### src/rtl/stretch_pkg.sv
package stretch_pkg;

    typedef enum logic [3:0] {
        CYC_FREE   = 4'd0,
        CYC_PROG   = 4'd1,
        CYC_RD8    = 4'd2,
        CYC_RD16   = 4'd3,
        CYC_WR8    = 4'd4,
        CYC_WR16   = 4'd5,
        CYC_PUSH8  = 4'd6,
        CYC_PUSH16 = 4'd7,
        CYC_POP8   = 4'd8
    } cyc_kind_e;

    // Class of an access as far as stretching is concerned
    typedef struct packed {
        logic is_free;   // never stretched
        logic is_prog;   // program word fetch
        logic is_word;   // word data or stack access
        logic is_byte;   // byte data or stack access
    } cyc_class_t;

endpackage

### src/rtl/stretch_decode.sv
module stretch_decode
    import stretch_pkg::*;
(
    input  logic [3:0]  cyc_type,
    output cyc_class_t  cls
);

    always_comb begin
        cls = '0;
        case (cyc_type)
            CYC_PROG:                       cls.is_prog = 1'b1;
            CYC_RD16, CYC_WR16, CYC_PUSH16: cls.is_word = 1'b1;
            CYC_RD8, CYC_WR8, CYC_PUSH8,
            CYC_POP8:                       cls.is_byte = 1'b1;
            default:                        cls.is_free = 1'b1;
        endcase
    end

endmodule

### src/rtl/stretch_count.sv
module stretch_count
    import stretch_pkg::*;
#(
    parameter int WAIT_W = 2,
    parameter int CNT_W  = 4
) (
    input  cyc_class_t         cls,
    input  logic               addr_odd,
    input  logic               narrow_bus,
    input  logic               tgt_ext,
    input  logic               tgt_iram,
    input  logic               cs_slow,
    input  logic [WAIT_W-1:0]  cs_wait,
    output logic [CNT_W-1:0]   total
);

    logic               split;
    logic               mis_pen;
    logic [1:0]         bus_cnt;
    logic [WAIT_W:0]    per_bus;
    logic [CNT_W-1:0]   product;

    always_comb begin
        // A word crossing a byte-wide external bus becomes two byte cycles
        split   = (cls.is_word | cls.is_prog) & narrow_bus & tgt_ext;
        // Misalignment costs a cycle only for data/stack words, not for
        // on-chip RAM, and not when the access is already split
        mis_pen = cls.is_word & addr_odd & ~tgt_iram & ~split;
        bus_cnt = (split | mis_pen) ? 2'd2 : 2'd1;
        per_bus = cs_slow ? ({1'b0, cs_wait} + 1'b1) : {{WAIT_W{1'b0}}, 1'b1};
        product = CNT_W'(bus_cnt) * CNT_W'(per_bus);
        total   = cls.is_free ? CNT_W'(1) : product;
    end

endmodule

### src/rtl/stretch_seq.sv
module stretch_seq #(
    parameter int CNT_W = 4
) (
    input  logic              clk,
    input  logic              rst_n,
    input  logic              start,
    input  logic [CNT_W-1:0]  total,
    output logic              busy,
    output logic              done
);

    typedef struct packed {
        logic             busy;
        logic             done;
        logic [CNT_W-1:0] left;
    } seq_state_t;

    seq_state_t st_d, st_q;

    always_comb begin
        st_d      = st_q;
        st_d.done = 1'b0;
        if (st_q.busy) begin
            if (st_q.left == CNT_W'(1)) begin
                st_d.busy = 1'b0;
                st_d.done = 1'b1;
                st_d.left = '0;
            end else begin
                st_d.left = st_q.left - 1'b1;
            end
        end else if (start) begin
            st_d.busy = 1'b1;
            st_d.left = total;
        end
    end

    always_ff @(posedge clk or negedge rst_n) begin
        if (!rst_n) begin
            st_q <= '0;
        end else begin
            st_q <= st_d;
        end
    end

    assign busy = st_q.busy;
    assign done = st_q.done;

endmodule

### src/rtl/bus_stretch_ctrl.sv
module bus_stretch_ctrl
    import stretch_pkg::*;
#(
    parameter int WAIT_W = 2
) (
    input  logic              clk,
    input  logic              rst_n,
    input  logic              start,
    input  logic [3:0]        cyc_type,
    input  logic              addr_odd,
    input  logic              narrow_bus,
    input  logic              tgt_ext,
    input  logic              tgt_iram,
    input  logic              cs_slow,
    input  logic [WAIT_W-1:0] cs_wait,
    output logic              busy,
    output logic              done
);

    // Longest access: two bus cycles, each with the largest wait setting
    localparam int MAX_LEN = 2 * (2 ** WAIT_W);
    localparam int CNT_W   = $clog2(MAX_LEN + 1);

    cyc_class_t       cls;
    logic [CNT_W-1:0] total;

    stretch_decode u_dec (
        .cyc_type (cyc_type),
        .cls      (cls)
    );

    stretch_count #(
        .WAIT_W (WAIT_W),
        .CNT_W  (CNT_W)
    ) u_cnt (
        .cls        (cls),
        .addr_odd   (addr_odd),
        .narrow_bus (narrow_bus),
        .tgt_ext    (tgt_ext),
        .tgt_iram   (tgt_iram),
        .cs_slow    (cs_slow),
        .cs_wait    (cs_wait),
        .total      (total)
    );

    stretch_seq #(
        .CNT_W (CNT_W)
    ) u_seq (
        .clk   (clk),
        .rst_n (rst_n),
        .start (start),
        .total (total),
        .busy  (busy),
        .done  (done)
    );

endmodule

### config.mk
export PLATFORM = sky130hd
export DESIGN_NAME = bus_stretch_ctrl
export DESIGN_NICKNAME = d
export VERILOG_FILES = /design/src/rtl/stretch_pkg.sv /design/src/rtl/stretch_decode.sv /design/src/rtl/stretch_count.sv /design/src/rtl/stretch_seq.sv /design/src/rtl/bus_stretch_ctrl.sv
export SDC_FILE = /design/constraint.sdc
export NUM_CORES = 1
export LEC_CHECK = 0
export BUFFER_PORTS_ARGS = -buffer_cell sky130_fd_sc_hd__buf_2
export CORE_AREA = 2 2 39 41
export CTS_BUF_LIST = sky130_fd_sc_hd__clkbuf_8
export DETAILED_ROUTE_END_ITERATION = 8
export DIE_AREA = 0 0 41 43
export PLACE_DENSITY = 0.71
export SETUP_SLACK_MARGIN = 0.3
export SYNTH_ARGS = -nofsm -noshare
export SYNTH_HDL_FRONTEND = slang
export SYNTH_SLANG_ARGS = --single-unit
### constraint.sdc
create_clock -name clk -period 1.4 [get_ports clk]
set_input_delay 0.07 -clock clk [delete_from_list [all_inputs] [get_ports clk]]
set_output_delay 0.07 -clock clk [all_outputs]
set_load 0.05 [all_outputs]
# Word-level counts from Yosys, hierarchy flattened
# Index checks and enable logic that the tools add are counted.
[classes]
mux = 12
bitwise = 9
eq_ne = 9
n_mul = 1
n_reduce_logical = 3
addsub = 2
[ops]
columns = ["cell", "n"]
rows = [
  ["equality test 4 x 3 -> 1 bit, second input constant", 4],
  ["2-to-1 mux 4 bit", 4],
  ["equality test 4 x 1 -> 1 bit, second input constant", 2],
  ["equality test 4 x 2 -> 1 bit, second input constant", 2],
  ["OR reduction 8 bit", 1],
  ["AND 1 bit", 5],
  ["2-to-1 mux 1 bit", 5],
  ["equality test 4 bit, second input constant", 1],
  ["multiplier 2 x 3 -> 4 bit", 1],
  ["2-to-1 mux 2 bit", 2],
  ["subtractor 4 x 1 -> 4 bit, second input constant", 1],
  ["adder 2 x 1 -> 3 bit, second input constant", 1],
  ["2-to-1 mux 3 bit", 1],
  ["OR reduction 3 bit", 1],
  ["inverter 1 bit", 2],
  ["OR 1 bit", 2],
  ["nonzero test 2 bit", 1],
]
[totals]
in_bits = 14
reg_bits = 6
wordCells = 39

# Depth between registers and ports, before layout
[depth]
depth_word = 14
depth_mapped = 6
mapped_depth_nobuf = 6

# Cells and area by module
# Synthesis repeated with hierarchy kept, for this count alone.
[hier_totals]
hier_cells = 56
area_unflattened_um2 = 496.7
[by_module_without_submodules]
columns = ["mod", "seq_area_each_um2", "cells_per_inst", "instances", "area_each_um2"]
rows = [
  ["stretch_seq", 150.1, 33, 1, 342.8],
  ["stretch_count", 0.0, 14, 1, 98.8],
  ["stretch_decode", 0.0, 9, 1, 55.1],
]

# Worst setup path after synthesis
# Ideal clock, no wire load.
[synth_timing]
kind = "reg2reg"
startpoint = "reg u_seq.st_q (netlist bit u_seq.busy)"
endpoint = "reg u_seq.st_q[1] in the netlist's numbering"
stages_incl_launch_ff = 6
period_less_slack_ns = 1.347
setup_time_ns = 0.067
required_ns = 1.333
setup_slack_ns = 0.053
arrival_ns = 1.280
n_path_buf = 1
path_cell_list = "dfrtp_1 buf_6 nor2b_1 and3_4 o2111ai_2 nand3_2"
[synth_via]
elab_chain_cells = 1
word_cells_on_any_way = 2
[synth_rtl]
columns = ["element", "line_no", "source"]
rows = [
  ["start, declared", "stretch_seq.sv:18", "seq_state_t st_d, st_q;"],
  ["start signal, assigned", "stretch_seq.sv:41", "st_q <= st_d;"],
  ["2-to-1 mux 4 bit or nonzero test 2 bit (tied branches)", "n/a", ""],
]
# Several ways; a longest one is shown, not always the timed one.
# A chain may end at the register's enable or synchronous reset.

# Final worst setup path
[layout_timing]
startpoint = "reg u_seq.st_q[0] in the netlist's numbering"
endpoint = "reg u_seq.st_q[3] in the netlist's numbering"
[layout_via]
elab_chain_cells = 3
word_cells_on_any_way = 4
[layout_rtl]
columns = ["element", "line_no", "source"]
rows = [
  ["subtractor 4 x 1 -> 4 bit or equality test 4 x 1 -> 1 bit (tied branches)", "stretch_seq.sv:29, stretch_seq.sv:24", ""],
  ["2-to-1 mux 4 bit *", "stretch_seq.sv:24", "if (st_q.left == CNT_W'(1)) begin"],
  ["2-to-1 mux 4 bit *", "stretch_seq.sv:23", "if (st_q.busy) begin"],
]
# Every way passes the cells marked *; elsewhere a longest branch is shown, timed or not.

==> impl_metrics.csv <==
group,metric,value,unit
worst_setup_path,crit_path_arrival_time,1.34,ns
cts,cts-root-to-sink-buffers,2,
synth,post_syn_area_per_cell,8.74,sq um
worst_setup_path,critPathMaxFanout,3,
pwr,power.static_leakage,0.327,nW
detailed_routing,drt_pre_antenna_iters,4,
detailed_routing,drcViolationCount,0,
placement,gpl.final_weighted_congestion,0.764,
synth,asyncSetResetFlopFracSynth,100,%
worst_setup_path,critical_path_required,1.55,ns
die,placementRows,14,
cts,cts_tree,"yes",
sta,final.setup_skew,0.00120,ns
synth,total_nets_after_synthesis,74,
worst_setup_path,setup.worst_path.end_class,"flop",
hold_path,hold-path-cell-count,3,
placement,dp.final_hpwl,826,microns
cts,htree_levels,1,
sta,ratio_of_final_minimum_period_to_clock_period,85.1,%
sta,final-max-slew-violation-count,0,
worst_setup_path,timing.rr.end,"u_seq.st_q[3]$_DFFE_PN0P_",
sta,max_slew.worst_pin.slew,0.289,ns
placement,placed_cell_area,586,sq um
detailed_routing,drt_iter0_drc,2,
sta,fmax,839,MHz
sta,tns,0,ns
placement,placed_cells,87,
finish,count_of_nets_after_finishing,97,
synth,synth.ff_latch_count,6,
die,chipWidth,41,microns
cts,ctsRootBufferMaster,"clkbuf_8",
sta,final_period_minus_worst_setup_slack,1.19,ns
die,design.die.area,1760,sq um
cts,worst_setup_hold_path_clk_slew,0.04,ns
placement,portBuffers,15,
global_route,first_global_vias,432,
synth,yosys.cell_types.count,30,
finish,final_standard_cell_count_with_taps_included_and_fillers_excluded,95,
run,cap_violations,0,
hold_path,worst_hold_startpoint,"start",
synth,synth_seq_area_share,30.2,%
sta,timing_hold_violations_final,0,
cts,clock-sinks,6,
finish,area_delta_synth_final,44.0,%
synth,synth_top_cell_by_area,"dfrtp_1",
global_route,grt_max_degree,11,
sta,setup-violations-final,0,
worst_setup_path,timing.rr.start,"u_seq.st_q[0]$_DFFE_PN0P_",
sta,grt_setup_unrepaired,"true",
cts,numCtsBuffers,3,
synth,netlist.area_leader.share,30.2,%
hold_path,min_delay_worst_type,"in -> reg",
synth,synth_enable_flop_cells,0,
global_route,global_route_wire_length_before_repair,1790,microns
die,fp.dieH,43,microns
die,core,1380,sq um
global_route,globalRouteTotalUtil,15.4,%
global_route,number_of_antenna_violations_at_the_first_check_in_global_routing,0,
detailed_routing,route.antenna.remaining_nets,0,
worst_setup_path,cp-start-kind,"flop",
detailed_routing,wl,1100,microns
worst_setup_path,regToRegSetupSlack,0.21,ns
synth,combined_area_of_all_synthesized_cells,498,sq um
finish,diodes,0,
cts,worst_skew_pair.late_latency,0.23,ns
synth,synth_ff_type,"dfrtp_1",
finish,final_common_cell,"buf_2",
detailed_routing,avgViaCountPerCell,5.26,
die,initial_utilization,36.0,%
finish,post-route-cell-area,717,sq um
worst_setup_path,ff2ff_path_depth,4,
pwr,power_density,1830,nW/um^2
detailed_routing,via_count,500,
finish,layout.cells.most_common_list,"buf_2 (15), inv_1 (4), nand2_1 (4), a21oi_1 (4), dfrtp_1 (4)",
worst_setup_path,timing.setup.critical_path_class,"reg -> reg",
synth,synthesis.instances,57,
global_route,gr-total-overflow,0,
synth,post_synth_main_area_contributors,"dfrtp_1 (30%), ha_1 (7.5%), nor2b_1 (5.0%), a21oi_1 (4.0%), mux2i_1 (4.0%)",
detailed_routing,wl_per_instance,11.6,microns
hold_path,min_to,"u_seq.busy$_DFF_PN0_",
sta,timing.slew.headroom,80.7,%
status,status,"complete, no violations",
finish,final_layout_size_suffix_gt1_share,44.3,%
pwr,max-vdd-ir-drop,0.000601,V
die,ios,16,
synth,synth-warning-count,0,
## kinds of logic (layout without fill, tap and decap cells)
| family | count (synthesis) | count (layout) | synth area share, % |
|---|---|---|---|
| AO/OA/AOI/OAI | 18 | 18 | 25.4 |
| adder cells (fa/ha/maj) | 3 | 3 | 7.54 |
| buffers and inverters | 5 | 27 | 5.28 |
| flip-flops | 6 | 6 | 30.1 |
| multiplexers | 2 | 2 | 4.02 |
| AND/OR/NAND/NOR | 23 | 23 | 27.6 |
## flip-flops by register name (all words and copies together) (netlist names)
| register | cells |
|---|---|
| u_seq.st_q | 4 |
| u_seq.busy | 1 |
| u_seq.done | 1 |
## worst max-delay path, stage by stage (launching register included)
cell     delay (ns)
dfrtp_2        0.41
or3_4          0.38
nor3_2         0.11
a21oi_1        0.06
a21oi_1        0.15
## metal layers
layer / wire length (microns) / share of wire (%) / global-route usage, % / vias up
li1: - / - / - / 258
met1: 433 / 39 / 17.9 / 215
met2: 548 / 50 / 23.1 / 23
met3: 84 / 7.6 / 4.71 / 4
met4: 37 / 3.4 / 10.0 / 0
met5: 0 / 0 / 0 / -
## layout make-up
cell class | count | area [sq um]
fillers | 139 | 667
multi-input cells | 46 | 364
flip-flops and latches | 6 | 153
repair buffers | 19 | 120
clock buffers | 3 | 41.3
well taps | 16 | 20.0
inverters | 4 | 15.0
clock inverters | 1 | 3.75
## cells in the mapped netlist, types with 2 or more instances
library cell	n
o21ai_0	4
a32oi_1	2
nand2_1	4
inv_1	4
nor2b_1	4
nor2_1	2
mux2i_1	2
ha_1	3
dfrtp_1	6
a21oi_1	4
nor3_1	3
## worst max-delay path by stage
stage,startpoint,to,slack [ns],cells past startpoint
global placement,u_seq.st_q[0]$_DFFE_PN0P_,u_seq.st_q[3]$_DFFE_PN0P_,0.19,4
CTS,u_seq.st_q[0]$_DFFE_PN0P_,u_seq.st_q[3]$_DFFE_PN0P_,0.19,4
detailed placement,u_seq.st_q[0]$_DFFE_PN0P_,u_seq.st_q[3]$_DFFE_PN0P_,0.14,4
floorplan,u_seq.busy$_DFF_PN0_,u_seq.st_q[1]$_DFFE_PN0P_,0.19,5
global route,u_seq.st_q[0]$_DFFE_PN0P_,u_seq.st_q[3]$_DFFE_PN0P_,0.13,4
finish,u_seq.st_q[0]$_DFFE_PN0P_,u_seq.st_q[3]$_DFFE_PN0P_,0.21,4
## power by group
group | internal, W | switching (W)
Clock | 0.000189 | 0.0000818
Sequential | 0.000263 | 0.0000896
Combinational | 0.000356 | 0.000331
Total | 0.000808 | 0.000502
## per-stage QoR
stage	hold slack [ns]	utilization (%)	setup slack, ns	power (W)
after floorplan	-0.226	-	0.186	0.000739
after global placement	-0.0990	42.3	0.193	0.000818
after detailed placement	-0.0969	42.3	0.144	0.000836
after CTS	0.130	49.1	0.192	0.00122
after global routing	0.146	51.8	0.134	0.00141
final	0.134	51.8	0.209	0.00131
## what timing repair did
item | 4_1_cts | 5_1_grt
buffers inserted | 2 | 1
pin swaps | 2 | 1
setup endpoints to repair | 3 | 4
hold endpoints to repair | 6 | 0
resized for setup | 7 | 5
hold buffers | 1 | 0
Power figures use the tool's default switching activity.
